**src/rtl/winsamp_pkg.sv**
```systemverilog
package winsamp_pkg;
  typedef enum logic {ST_HUNT, ST_RECV} rx_st_e;

  localparam int ADR_CFG    = 0;
  localparam int ADR_RXCLR  = 1;
  localparam int ADR_CNTCLR = 2;

  function automatic logic maj3(input logic [2:0] v);
    return (v[0] & v[1]) | (v[0] & v[2]) | (v[1] & v[2]);
  endfunction
endpackage

```
**src/rtl/winsamp_regs.sv**
```systemverilog
module winsamp_regs #(
  parameter int CNT_W     = 16,
  parameter int NB_W      = 4,
  parameter int SLOT_BITS = 4,
  parameter int ADDR_W    = 2,
  parameter int NB_RST    = 11,
  parameter int FIRST_RST = 5,
  parameter int LAST_RST  = 10
) (
  input  logic                              clk,
  input  logic                              rst,
  input  logic                              wr_en,
  input  logic [ADDR_W-1:0]                 wr_addr,
  input  logic [CNT_W+NB_W+2*SLOT_BITS+1:0] wr_data,
  output logic [CNT_W-1:0]                  rate,
  output logic                              en,
  output logic                              filt,
  output logic [NB_W-1:0]                   nbits,
  output logic [SLOT_BITS-1:0]              first,
  output logic [SLOT_BITS-1:0]              last,
  output logic                              clr_flags,
  output logic                              clr_cnt
);
  import winsamp_pkg::*;
  localparam int EN_B    = CNT_W;
  localparam int FILT_B  = CNT_W + 1;
  localparam int NB_LSB  = CNT_W + 2;
  localparam int FST_LSB = NB_LSB + NB_W;
  localparam int LST_LSB = FST_LSB + SLOT_BITS;

  logic cfg_wr;
  assign cfg_wr    = wr_en && (wr_addr == ADDR_W'(ADR_CFG));
  assign clr_flags = wr_en && (wr_addr == ADDR_W'(ADR_RXCLR));
  assign clr_cnt   = wr_en && (wr_addr == ADDR_W'(ADR_CNTCLR));

  always_ff @(posedge clk) begin
    if (rst) begin
      rate  <= '0;
      en    <= 1'b0;
      filt  <= 1'b0;
      nbits <= NB_W'(NB_RST);
      first <= SLOT_BITS'(FIRST_RST);
      last  <= SLOT_BITS'(LAST_RST);
    end else if (cfg_wr) begin
      rate  <= wr_data[CNT_W-1:0];
      en    <= wr_data[EN_B];
      filt  <= wr_data[FILT_B];
      nbits <= wr_data[NB_LSB +: NB_W];
      first <= wr_data[FST_LSB +: SLOT_BITS];
      last  <= wr_data[LST_LSB +: SLOT_BITS];
    end
  end
endmodule

```
**src/rtl/winsamp_front.sv**
```systemverilog
module winsamp_front #(
  parameter int SYNC_STAGES = 2
) (
  input  logic clk,
  input  logic rst,
  input  logic rxd,
  input  logic filt,
  output logic raw,
  output logic line,
  output logic fall
);
  import winsamp_pkg::*;
  logic [SYNC_STAGES-1:0] sync_q;
  logic [2:0]             tap_q;
  logic                   line_q;
  logic                   line_d;

  always_ff @(posedge clk) begin
    if (rst) begin
      sync_q <= '1;
    end else begin
      sync_q[0] <= rxd;
      for (int i = 1; i < SYNC_STAGES; i++) sync_q[i] <= sync_q[i-1];
    end
  end

  assign raw = sync_q[SYNC_STAGES-1];

  always_ff @(posedge clk) begin
    if (rst) begin
      tap_q  <= '1;
      line_q <= 1'b1;
    end else begin
      tap_q  <= {tap_q[1:0], raw};
      line_q <= line_d;
    end
  end

  assign line_d = filt ? maj3(tap_q) : raw;
  assign line   = line_q;
  // edge is seen as the low level is loaded, so slot 0 holds the first low sample
  assign fall   = line_q & ~line_d;
endmodule

```
**src/rtl/winsamp_timer.sv**
```systemverilog
module winsamp_timer #(
  parameter int CNT_W     = 16,
  parameter int SLOT_BITS = 4
) (
  input  logic                 clk,
  input  logic                 rst,
  input  logic                 run,
  input  logic                 zero,
  input  logic [CNT_W-1:0]     rate,
  output logic [CNT_W-1:0]     cnt,
  output logic [SLOT_BITS-1:0] slot,
  output logic                 bit_end,
  output logic                 bclk
);
  localparam int NSLOT = 1 << SLOT_BITS;
  localparam int ACC_W = CNT_W + 1;

  logic [ACC_W-1:0] acc_q;
  logic [ACC_W-1:0] acc_sum;
  logic [CNT_W-1:0] rate_m1;

  assign rate_m1 = rate - CNT_W'(1);
  assign bit_end = run && (cnt >= rate_m1);
  assign acc_sum = acc_q + ACC_W'(NSLOT);
  assign bclk    = ~slot[SLOT_BITS-1];

  always_ff @(posedge clk) begin
    if (rst || !run || zero || bit_end) begin
      cnt   <= '0;
      acc_q <= '0;
      slot  <= '0;
    end else begin
      cnt <= cnt + CNT_W'(1);
      if (acc_sum >= {1'b0, rate}) begin
        acc_q <= acc_sum - {1'b0, rate};
        if (slot != '1) slot <= slot + SLOT_BITS'(1);
      end else begin
        acc_q <= acc_sum;
      end
    end
  end
endmodule

```
**src/rtl/winsamp_core.sv**
```systemverilog
module winsamp_core #(
  parameter int CNT_W     = 16,
  parameter int HOLD_W    = 16,
  parameter int NB_W      = 4,
  parameter int SLOT_BITS = 4
) (
  input  logic                 clk,
  input  logic                 rst,
  input  logic                 run,
  input  logic                 line,
  input  logic                 fall,
  input  logic [SLOT_BITS-1:0] slot,
  input  logic                 bit_end,
  input  logic [NB_W-1:0]      nbits,
  input  logic [SLOT_BITS-1:0] first,
  input  logic [SLOT_BITS-1:0] last,
  input  logic                 clr_flags,
  output logic                 start,
  output logic [HOLD_W-1:0]    hold,
  output logic                 ready,
  output logic                 ovf,
  output logic                 splerr
);
  import winsamp_pkg::*;
  rx_st_e             state;
  logic [NB_W-1:0]    idx_q;
  logic [CNT_W-1:0]   ones_q, zeros_q, ones_n, zeros_n;
  logic [HOLD_W-1:0]  shreg_q, shifted;
  logic               inwin, bit_v, bit_bad, last_bit;

  assign start    = (state == ST_HUNT) && run && fall;
  assign inwin    = (slot >= first) && (slot <= last);
  assign ones_n   = ones_q  + {{(CNT_W-1){1'b0}}, inwin &  line};
  assign zeros_n  = zeros_q + {{(CNT_W-1){1'b0}}, inwin & ~line};
  assign bit_v    = ones_n > zeros_n;
  assign bit_bad  = (ones_n == '0) == (zeros_n == '0);
  assign shifted  = {bit_v, shreg_q[HOLD_W-1:1]};
  assign last_bit = (idx_q == nbits - NB_W'(1));

  always_ff @(posedge clk) begin
    if (rst) begin
      state   <= ST_HUNT;
      idx_q   <= '0;
      ones_q  <= '0;
      zeros_q <= '0;
      shreg_q <= '0;
      hold    <= '0;
      ready   <= 1'b0;
      ovf     <= 1'b0;
      splerr  <= 1'b0;
    end else begin
      if (clr_flags) begin
        ready  <= 1'b0;
        ovf    <= 1'b0;
        splerr <= 1'b0;
      end
      case (state)
        ST_HUNT: begin
          if (start) begin
            state   <= ST_RECV;
            idx_q   <= '0;
            ones_q  <= '0;
            zeros_q <= '0;
            shreg_q <= '0;
          end
        end
        default: begin
          if (!run) begin
            state <= ST_HUNT;
          end else if (bit_end) begin
            ones_q  <= '0;
            zeros_q <= '0;
            shreg_q <= shifted;
            if (bit_bad) splerr <= 1'b1;
            if (last_bit) begin
              hold  <= shifted;
              ready <= 1'b1;
              if (ready) ovf <= 1'b1;
              state <= ST_HUNT;
            end else begin
              idx_q <= idx_q + NB_W'(1);
            end
          end else begin
            ones_q  <= ones_n;
            zeros_q <= zeros_n;
          end
        end
      endcase
    end
  end
endmodule

```
**src/rtl/winsamp_rx.sv**
```systemverilog
module winsamp_rx #(
  parameter int CNT_W       = 16,
  parameter int HOLD_W      = 16,
  parameter int NB_W        = 4,
  parameter int SLOT_BITS   = 4,
  parameter int ADDR_W      = 2,
  parameter int SYNC_STAGES = 2
) (
  input  logic                              clk,
  input  logic                              rst,
  input  logic                              rxd_in,
  input  logic                              wr_en,
  input  logic [ADDR_W-1:0]                 wr_addr,
  input  logic [CNT_W+NB_W+2*SLOT_BITS+1:0] wr_data,
  output logic [HOLD_W-1:0]                 rx_hold,
  output logic                              rx_ready,
  output logic                              rx_ovf,
  output logic                              rx_splerr,
  output logic [CNT_W-1:0]                  st_cnt,
  output logic                              st_bclk,
  output logic                              st_raw
);
  logic [CNT_W-1:0]     cfg_rate;
  logic                 cfg_en, cfg_filt;
  logic [NB_W-1:0]      cfg_nbits;
  logic [SLOT_BITS-1:0] cfg_first, cfg_last, slot;
  logic                 clr_flags, clr_cnt, run, line, fall, start, bit_end;

  assign run = cfg_en && (cfg_rate != '0);

  winsamp_regs #(.CNT_W(CNT_W), .NB_W(NB_W), .SLOT_BITS(SLOT_BITS), .ADDR_W(ADDR_W)) regs_i (
    .clk(clk), .rst(rst), .wr_en(wr_en), .wr_addr(wr_addr), .wr_data(wr_data),
    .rate(cfg_rate), .en(cfg_en), .filt(cfg_filt), .nbits(cfg_nbits),
    .first(cfg_first), .last(cfg_last), .clr_flags(clr_flags), .clr_cnt(clr_cnt)
  );

  winsamp_front #(.SYNC_STAGES(SYNC_STAGES)) front_i (
    .clk(clk), .rst(rst), .rxd(rxd_in), .filt(cfg_filt),
    .raw(st_raw), .line(line), .fall(fall)
  );

  winsamp_timer #(.CNT_W(CNT_W), .SLOT_BITS(SLOT_BITS)) timer_i (
    .clk(clk), .rst(rst), .run(run), .zero(clr_cnt | start), .rate(cfg_rate),
    .cnt(st_cnt), .slot(slot), .bit_end(bit_end), .bclk(st_bclk)
  );

  winsamp_core #(.CNT_W(CNT_W), .HOLD_W(HOLD_W), .NB_W(NB_W), .SLOT_BITS(SLOT_BITS)) core_i (
    .clk(clk), .rst(rst), .run(run), .line(line), .fall(fall), .slot(slot),
    .bit_end(bit_end), .nbits(cfg_nbits), .first(cfg_first), .last(cfg_last),
    .clr_flags(clr_flags), .start(start), .hold(rx_hold), .ready(rx_ready),
    .ovf(rx_ovf), .splerr(rx_splerr)
  );
endmodule

```
**config.mk**
```make
export PLATFORM = sky130hd
export DESIGN_NAME = winsamp_rx
export DESIGN_NICKNAME = d
export VERILOG_FILES = /design/src/rtl/winsamp_pkg.sv /design/src/rtl/winsamp_regs.sv /design/src/rtl/winsamp_front.sv /design/src/rtl/winsamp_timer.sv /design/src/rtl/winsamp_core.sv /design/src/rtl/winsamp_rx.sv
export SDC_FILE = /design/constraint.sdc
export NUM_CORES = 1
export LEC_CHECK = 0
export CORE_MARGIN = 3
export CORE_UTILIZATION = 50
export CTS_CLUSTER_DIAMETER = 50
export CTS_CLUSTER_SIZE = 25
export DETAILED_ROUTE_END_ITERATION = 6
export PLACE_DENSITY = 0.7
export RECOVER_POWER = 25
export SLEW_MARGIN = 25
export SYNTH_ARGS = -nofsm -noshare
export SYNTH_HDL_FRONTEND = slang
export SYNTH_SLANG_ARGS = --single-unit
export TNS_END_PERCENT = 5
```
**constraint.sdc**
```tcl
create_clock -name clk -period 4.4 [get_ports clk]
set_clock_uncertainty 0.05 [all_clocks]
set_input_delay 0.66 -clock clk [delete_from_list [all_inputs] [get_ports clk]]
set_output_delay 0.66 -clock clk [all_outputs]
set_load 0.1 [all_outputs]
```
Yosys cells after proc, flatten, opt, wreduce, memory -nomap -nowiden:

Index checks and enable logic that the tools add are counted.

* bitwise logic cells: 13
* $lt $le $gt $ge: 5
* muxes and demuxes: 38
* reduce and logical (&&, ||, !) cells: 22
* add/sub/neg operators: 9
* eq/ne operators: 8

Operators with widths (count)
* $mux 16: 10
* $add 16x1->16: 2
* $logic_not 16->1: 2
* $mux 1: 22
* $mux 4: 5
* $add 17x5->17 const B: 1
* $ge 17x16->1: 1
* $mux 17: 1
* $sub 17x16->17: 1
* $add 16x1->16 const B: 1
* $ge 16x16->1: 1
* $gt 16x16->1: 1
* $reduce_bool 16->1: 1
* $sub 16x1->16 const B: 1
* $add 4x1->4 const B: 2
* $logic_and 1x1->1: 8
* $reduce_and 4->1: 2
* $and 1x1->1: 6
* $eq 4x4->1: 1
* $ge 4x4->1: 1
* $le 4x4->1: 1
* $ne 2x2->1 const B: 2
* $ne 4x4->1 const B: 1
* $not 1->1: 4
* 12 further kinds: 17

* register bits after elaboration: 145
* bits of input ports: 36
* output and inout port bits: 37

Longest topological paths before layout:

* word-level depth: 10
* depth in mapped cells: 22
* gate-level depth less buffers: 21

Modules after synthesis:

Synthesis repeated with hierarchy kept, for this count alone.

* cells, all modules: 1065
* area, all modules: 9041.2 um2

By module, submodules not included
* winsamp_core: cells an instance 521, area each 4336.7 um2, times used 1, seq. area each 1421.4 um2
* winsamp_timer: cells an instance 388, area each 3125.5 um2, times used 1, seq. area each 740.7 um2
* winsamp_regs: cells an instance 133, area each 1346.3 um2, times used 1, seq. area each 600.6 um2
* winsamp_front: cells an instance 16, area each 188.9 um2, times used 1, seq. area each 120.1 um2
* winsamp_rx: cells an instance 7, area each 43.8 um2, times used 1, seq. area each 0.0 um2

Worst setup path before layout:

Ideal clock, no wire load.

* path type: reg-to-reg
* start point: register regs_i.last[1]
* end point: register core_i.hold[15]
* setup time: 71 ps
* slack: 426 ps
* data required time: 4279 ps
* arrival: 3853 ps
* stages on the path, launching flop included: 22
* path buffers: 1
* cells stage by stage: dfxtp_1 -> inv_1 -> ha_1 -> nor2b_1 -> o21ai_0 -> nand2b_1 -> a21o_1 -> a211oi_1 -> ha_1 -> ha_1 -> nand4_1 -> clkbuf_1 -> o31a_1 -> or2_2 -> ha_1 -> nand4_1 -> nor2_1 -> inv_1 -> o221a_2 -> a31oi_1 -> nand4_1 -> a21oi_1

* cells in the longest elaborated chain, start to end: 5

RTL lines
* from (decl): RTL line winsamp_regs.sv:20 `output logic [SLOT_BITS-1:0] last,`
* from (signal assigned): RTL line winsamp_regs.sv:43 `last <= SLOT_BITS'(LAST_RST);`
* from (signal assigned): RTL line winsamp_regs.sv:50 `last <= wr_data[LST_LSB +: SLOT_BITS];`
* $le 4x4->1 *: RTL line winsamp_core.sv:32 `assign inwin = (slot >= first) && (slot <= last);`
* $logic_and 1x1->1 *: RTL line winsamp_core.sv:32
* $and 1x1->1 (on tied branches): RTL line winsamp_core.sv:33, winsamp_core.sv:34
* $add 16x1->16 (on tied branches): RTL line winsamp_core.sv:33, winsamp_core.sv:34
* $gt 16x16->1 *: RTL line winsamp_core.sv:35 `assign bit_v = ones_n > zeros_n;`
* to (signal assigned): RTL line winsamp_core.sv:76 `hold <= shifted;`
* to (decl): RTL line winsamp_core.sv:19 `output logic [HOLD_W-1:0] hold,`

Mark *: on every way between the ends. The rest lies on a longest branch, timed or not.
A chain may end at the register's enable or synchronous reset.

Worst setup path in the final report:

Same ends and word-level chain as after synthesis.

==> flow_metrics.tcl <==
set metrics [dict create \
    outcome "finished with violations" \
    violations "capacitance limit, slew limit" \
    place_inst 1348 \
    hold_class "reg -> reg" \
    cts_root_buf "clkbuf_16" \
    finalMaxSlewViolations 40 \
    maxCapViolCount 1 \
    synth_compound_area_share_pct 20.2 \
    area_delta_synth_final_pct 18.3 \
    cts_made_buffers 17 \
    drive_gt1_share_pct 7.99 \
    yosysSeqAreaShare_pct 32.9 \
    synth_top_family_by_area "simple AND/OR/NAND/NOR gates" \
    grtUsageTotal_pct 23.4 \
    yosys.area.top_type_share_pct 32.9 \
    critPathArrivalTime_ns 4.59 \
    max_stage_delay_ns 0.31 \
    h-tree-depth 4 \
    reg2reg_setup_slack_ns 0.12 \
    synth_flop_cell "dfxtp_1" \
    reg2reg_depth 22 \
    hold_end "front_i.sync_q[1]$_SDFF_PP1_" \
    die-area_mm2 0.0192 \
    ys_warn_count 0 \
    wirelength_mm 23.0 \
    clock_latency_ns 0.43 \
    overflow 0 \
    grt-busiest-layer "met2" \
    ys_ff_latch 144 \
    fmax_ghz 0.233 \
    slew_headroom_pct -26.3 \
    synth_edf_count 0 \
    fin_nets 1254 \
    drcViolationCount 0 \
    netlist_area_mm2 0.00877 \
    syn_nets 1203 \
    hpwl_mm 16.1 \
    synth_top_area_cell "dfxtp_1" \
    ioPinCount 73 \
    core_area_mm2 0.0169 \
    cts_sinks 144 \
    ant_nets 0 \
    io_buffers 72 \
    power_density_mw_per_mm2 299 \
    hp-start "front_i.sync_q[0]$_SDFF_PP1_" \
    holdWs_ns 0.361 \
    worst_ep_required_time_ns 4.71 \
    setup_viol 0 \
    ir_worst_vdd_uv 282 \
    final_util_pct 61.5 \
    use_met2_pct 38.2 \
    rr_startpoint "regs_i.last[1]$_SDFFE_PP1P_" \
    grt_pass1_wl_mm 37.7 \
    syn_avg_cell_area_um2 7.97 \
    yosys.cell_types.count 74 \
    yosysMostFrequentCell "dfxtp_1" \
    end_kind "register" \
    synthAdderAreaFrac_pct 9.76 \
    fp-row-count 47 \
    met1_usage_pct 31.3 \
    cpMostUsedCell "nand4_1" \
    timing_hold_violations_final 0 \
    die_width_um 138 \
    hold_depth 1 \
    drt_iter0_markers 442 \
    tightest_slew_ns 1.89 \
    clockBufferDepth 2 \
    met3_usage_pct 5.08 \
    synth-xor-area-share_pct 7.89 \
    cp_max_fo 4 \
    grt_max_degree 63 \
    vias_per_cell 5.91 \
    worst_r2r_endpoint "core_i.hold[15]$_SDFFE_PP0P_" \
    muxShareOfSynthArea_pct 0.585 \
    ys_async_sr_fraction_pct 0 \
    final_cells 1384 \
    gp_congestion 0.951 \
    initial_core_util_pct 52.0 \
    synth_cells 1100 \
    antenna_found_initial 0 \
    clk_pin_slew_ns 0.06 \
    fp.dieH_um 138 \
    cp-start-kind "register" \
    cts_tree "built" \
    cpMaxStageDelayCell "dfxtp_1" \
    yosys.area_share.simple_pct 23.3 \
    grt_pass1_vias 7659 \
    p_leak_nw 3.99 \
    path_cells "inv_1, ha_1, nor2b_1, o21ai_1, nand2b_1, a21o_1, a211oi_2, ha_2, buf_4, nand4_1, nor4_1, buf_4, nor2b_1, or2_2, ha_1, nand4_1, nor2_2, inv_1, o221a_2, a31oi_4, nand4_1, a21oi_1" \
    worstSetupPathType "reg -> reg" \
    tns_ns 0 \
    antennaDiodeCount 0 \
    synth_area_leaders "dfxtp_1 (33%), ha_1 (9.4%), a21oi_1 (5.7%), nand2_1 (5.0%), xnor2_1 (4.8%)" \
    ys_top_cells_by_count "dfxtp_1 (144), nand2_1 (116), a21oi_1 (100)" \
    min_period_ns 4.28 \
    fin_crit_sh_pct 97.4 \
    wl_per_cell_um 16.6 \
    vias 8184 \
    num-fill-cells 1541 \
    first_pass_iters 5 \
]
-- flip-flops by register name, indices dropped and copies added (netlist names), 2 cells and up --
name            cells
core_i.hold        16
regs_i.first        4
core_i.ones_q      16
core_i.idx_q        4
timer_i.slot        4
core_i.shreg_q     15
timer_i.acc_q      17
regs_i.last         4
core_i.zeros_q     16
regs_i.rate        16
regs_i.nbits        4
front_i.sync_q      2
timer_i.cnt        16
front_i.tap_q       3
-- through the flow --
| step | setup WS (ns) | instance area [µm²] | total power (W) |
|---|---|---|---|
| after floorplan | 0.426 | 8770 | 0.00158 |
| after global placement | 0.175 | 9670 | 0.00168 |
| after detailed placement | 0.0958 | 9670 | 0.00168 |
| after CTS | 0.000143 | 10300 | 0.00312 |
| after global routing | -0.0179 | 10400 | 0.00321 |
| final | 0.116 | 10400 | 0.00310 |
-- layer usage --
layer  up-vias  wire length, µm
li1       4082                -
met1      3862            10600
met2       208            10900
met3        32             1140
met4         0              329
met5         -                0
-- critical path: cells and delay by family (launching register included) --
kind | cells | cell delay (ns)
AOI/OAI and AO/OA | 6 | 1.14
adders and majority gates | 3 | 0.86
DFF | 1 | 0.31
buffers and inverters | 4 | 0.41
and+or+nand+nor | 9 | 1.44
-- repair_timing --
item	4_1_cts	5_1_grt
buffers inserted	0	4
setup endpoints to repair	0	2
hold buffers	0	0
gates resized for setup	0	20
-- cells by family after synthesis --
family / after synthesis
mux: 5
fa+ha+maj: 68
xor+xnor: 79
buf+inv: 120
simple gates: 413
flops: 144
compound gates: 271
-- placed cells by master (no fill, tap or decap), types with 23 or more instances in the layout --
cell	n
dfxtp_1	143
nand2_1	116
a21oi_1	99
nor2_1	85
ha_1	63
clkdlybuf4s50_1	60
nand3_1	57
inv_1	53
xnor2_1	48
nand4_1	47
xor2_1	31
o211ai_1	24
o21ai_0	23
-- power by group --
group          internal, W  switching [W]  total, W
clock network     0.000813       0.000633   0.00145
registers          0.00132      0.0000115   0.00133
logic             0.000138       0.000193  0.000330
-- cell type report --
class                           count  area [µm²]  share of cell area (%)
Clock buffer                       18         439                    4.23
Inverter                           55         206                    1.99
Tap cell                          220         275                    2.65
Clock inverter                     14         146                    1.41
Sequential cell                   144        2880                    27.8
Timing Repair Buffer               97         915                    8.81
Multi-Input combinational cell    836        5510                    53.1
-- worst max path at each step --
| stage | startpoint | to | slack (ns) | depth (start not counted) |
|---|---|---|---|---|
| final | regs_i.last[1]$_SDFFE_PP1P_ | core_i.hold[15]$_SDFFE_PP0P_ | 0.12 | 22 |
| after global routing | regs_i.last[1]$_SDFFE_PP1P_ | core_i.hold[15]$_SDFFE_PP0P_ | -0.02 | 22 |
| after CTS | timer_i.slot[0]$_SDFFE_PP0P_ | core_i.hold[15]$_SDFFE_PP0P_ | 0.0001 | 22 |
| after detailed placement | regs_i.last[1]$_SDFFE_PP1P_ | core_i.hold[15]$_SDFFE_PP0P_ | 0.1 | 22 |
| after global placement | regs_i.last[1]$_SDFFE_PP1P_ | core_i.hold[15]$_SDFFE_PP0P_ | 0.18 | 22 |
| after floorplan | regs_i.last[1]$_SDFFE_PP1P_ | core_i.hold[15]$_SDFFE_PP0P_ | 0.43 | 21 |
Power figures use the tool's default switching activity.
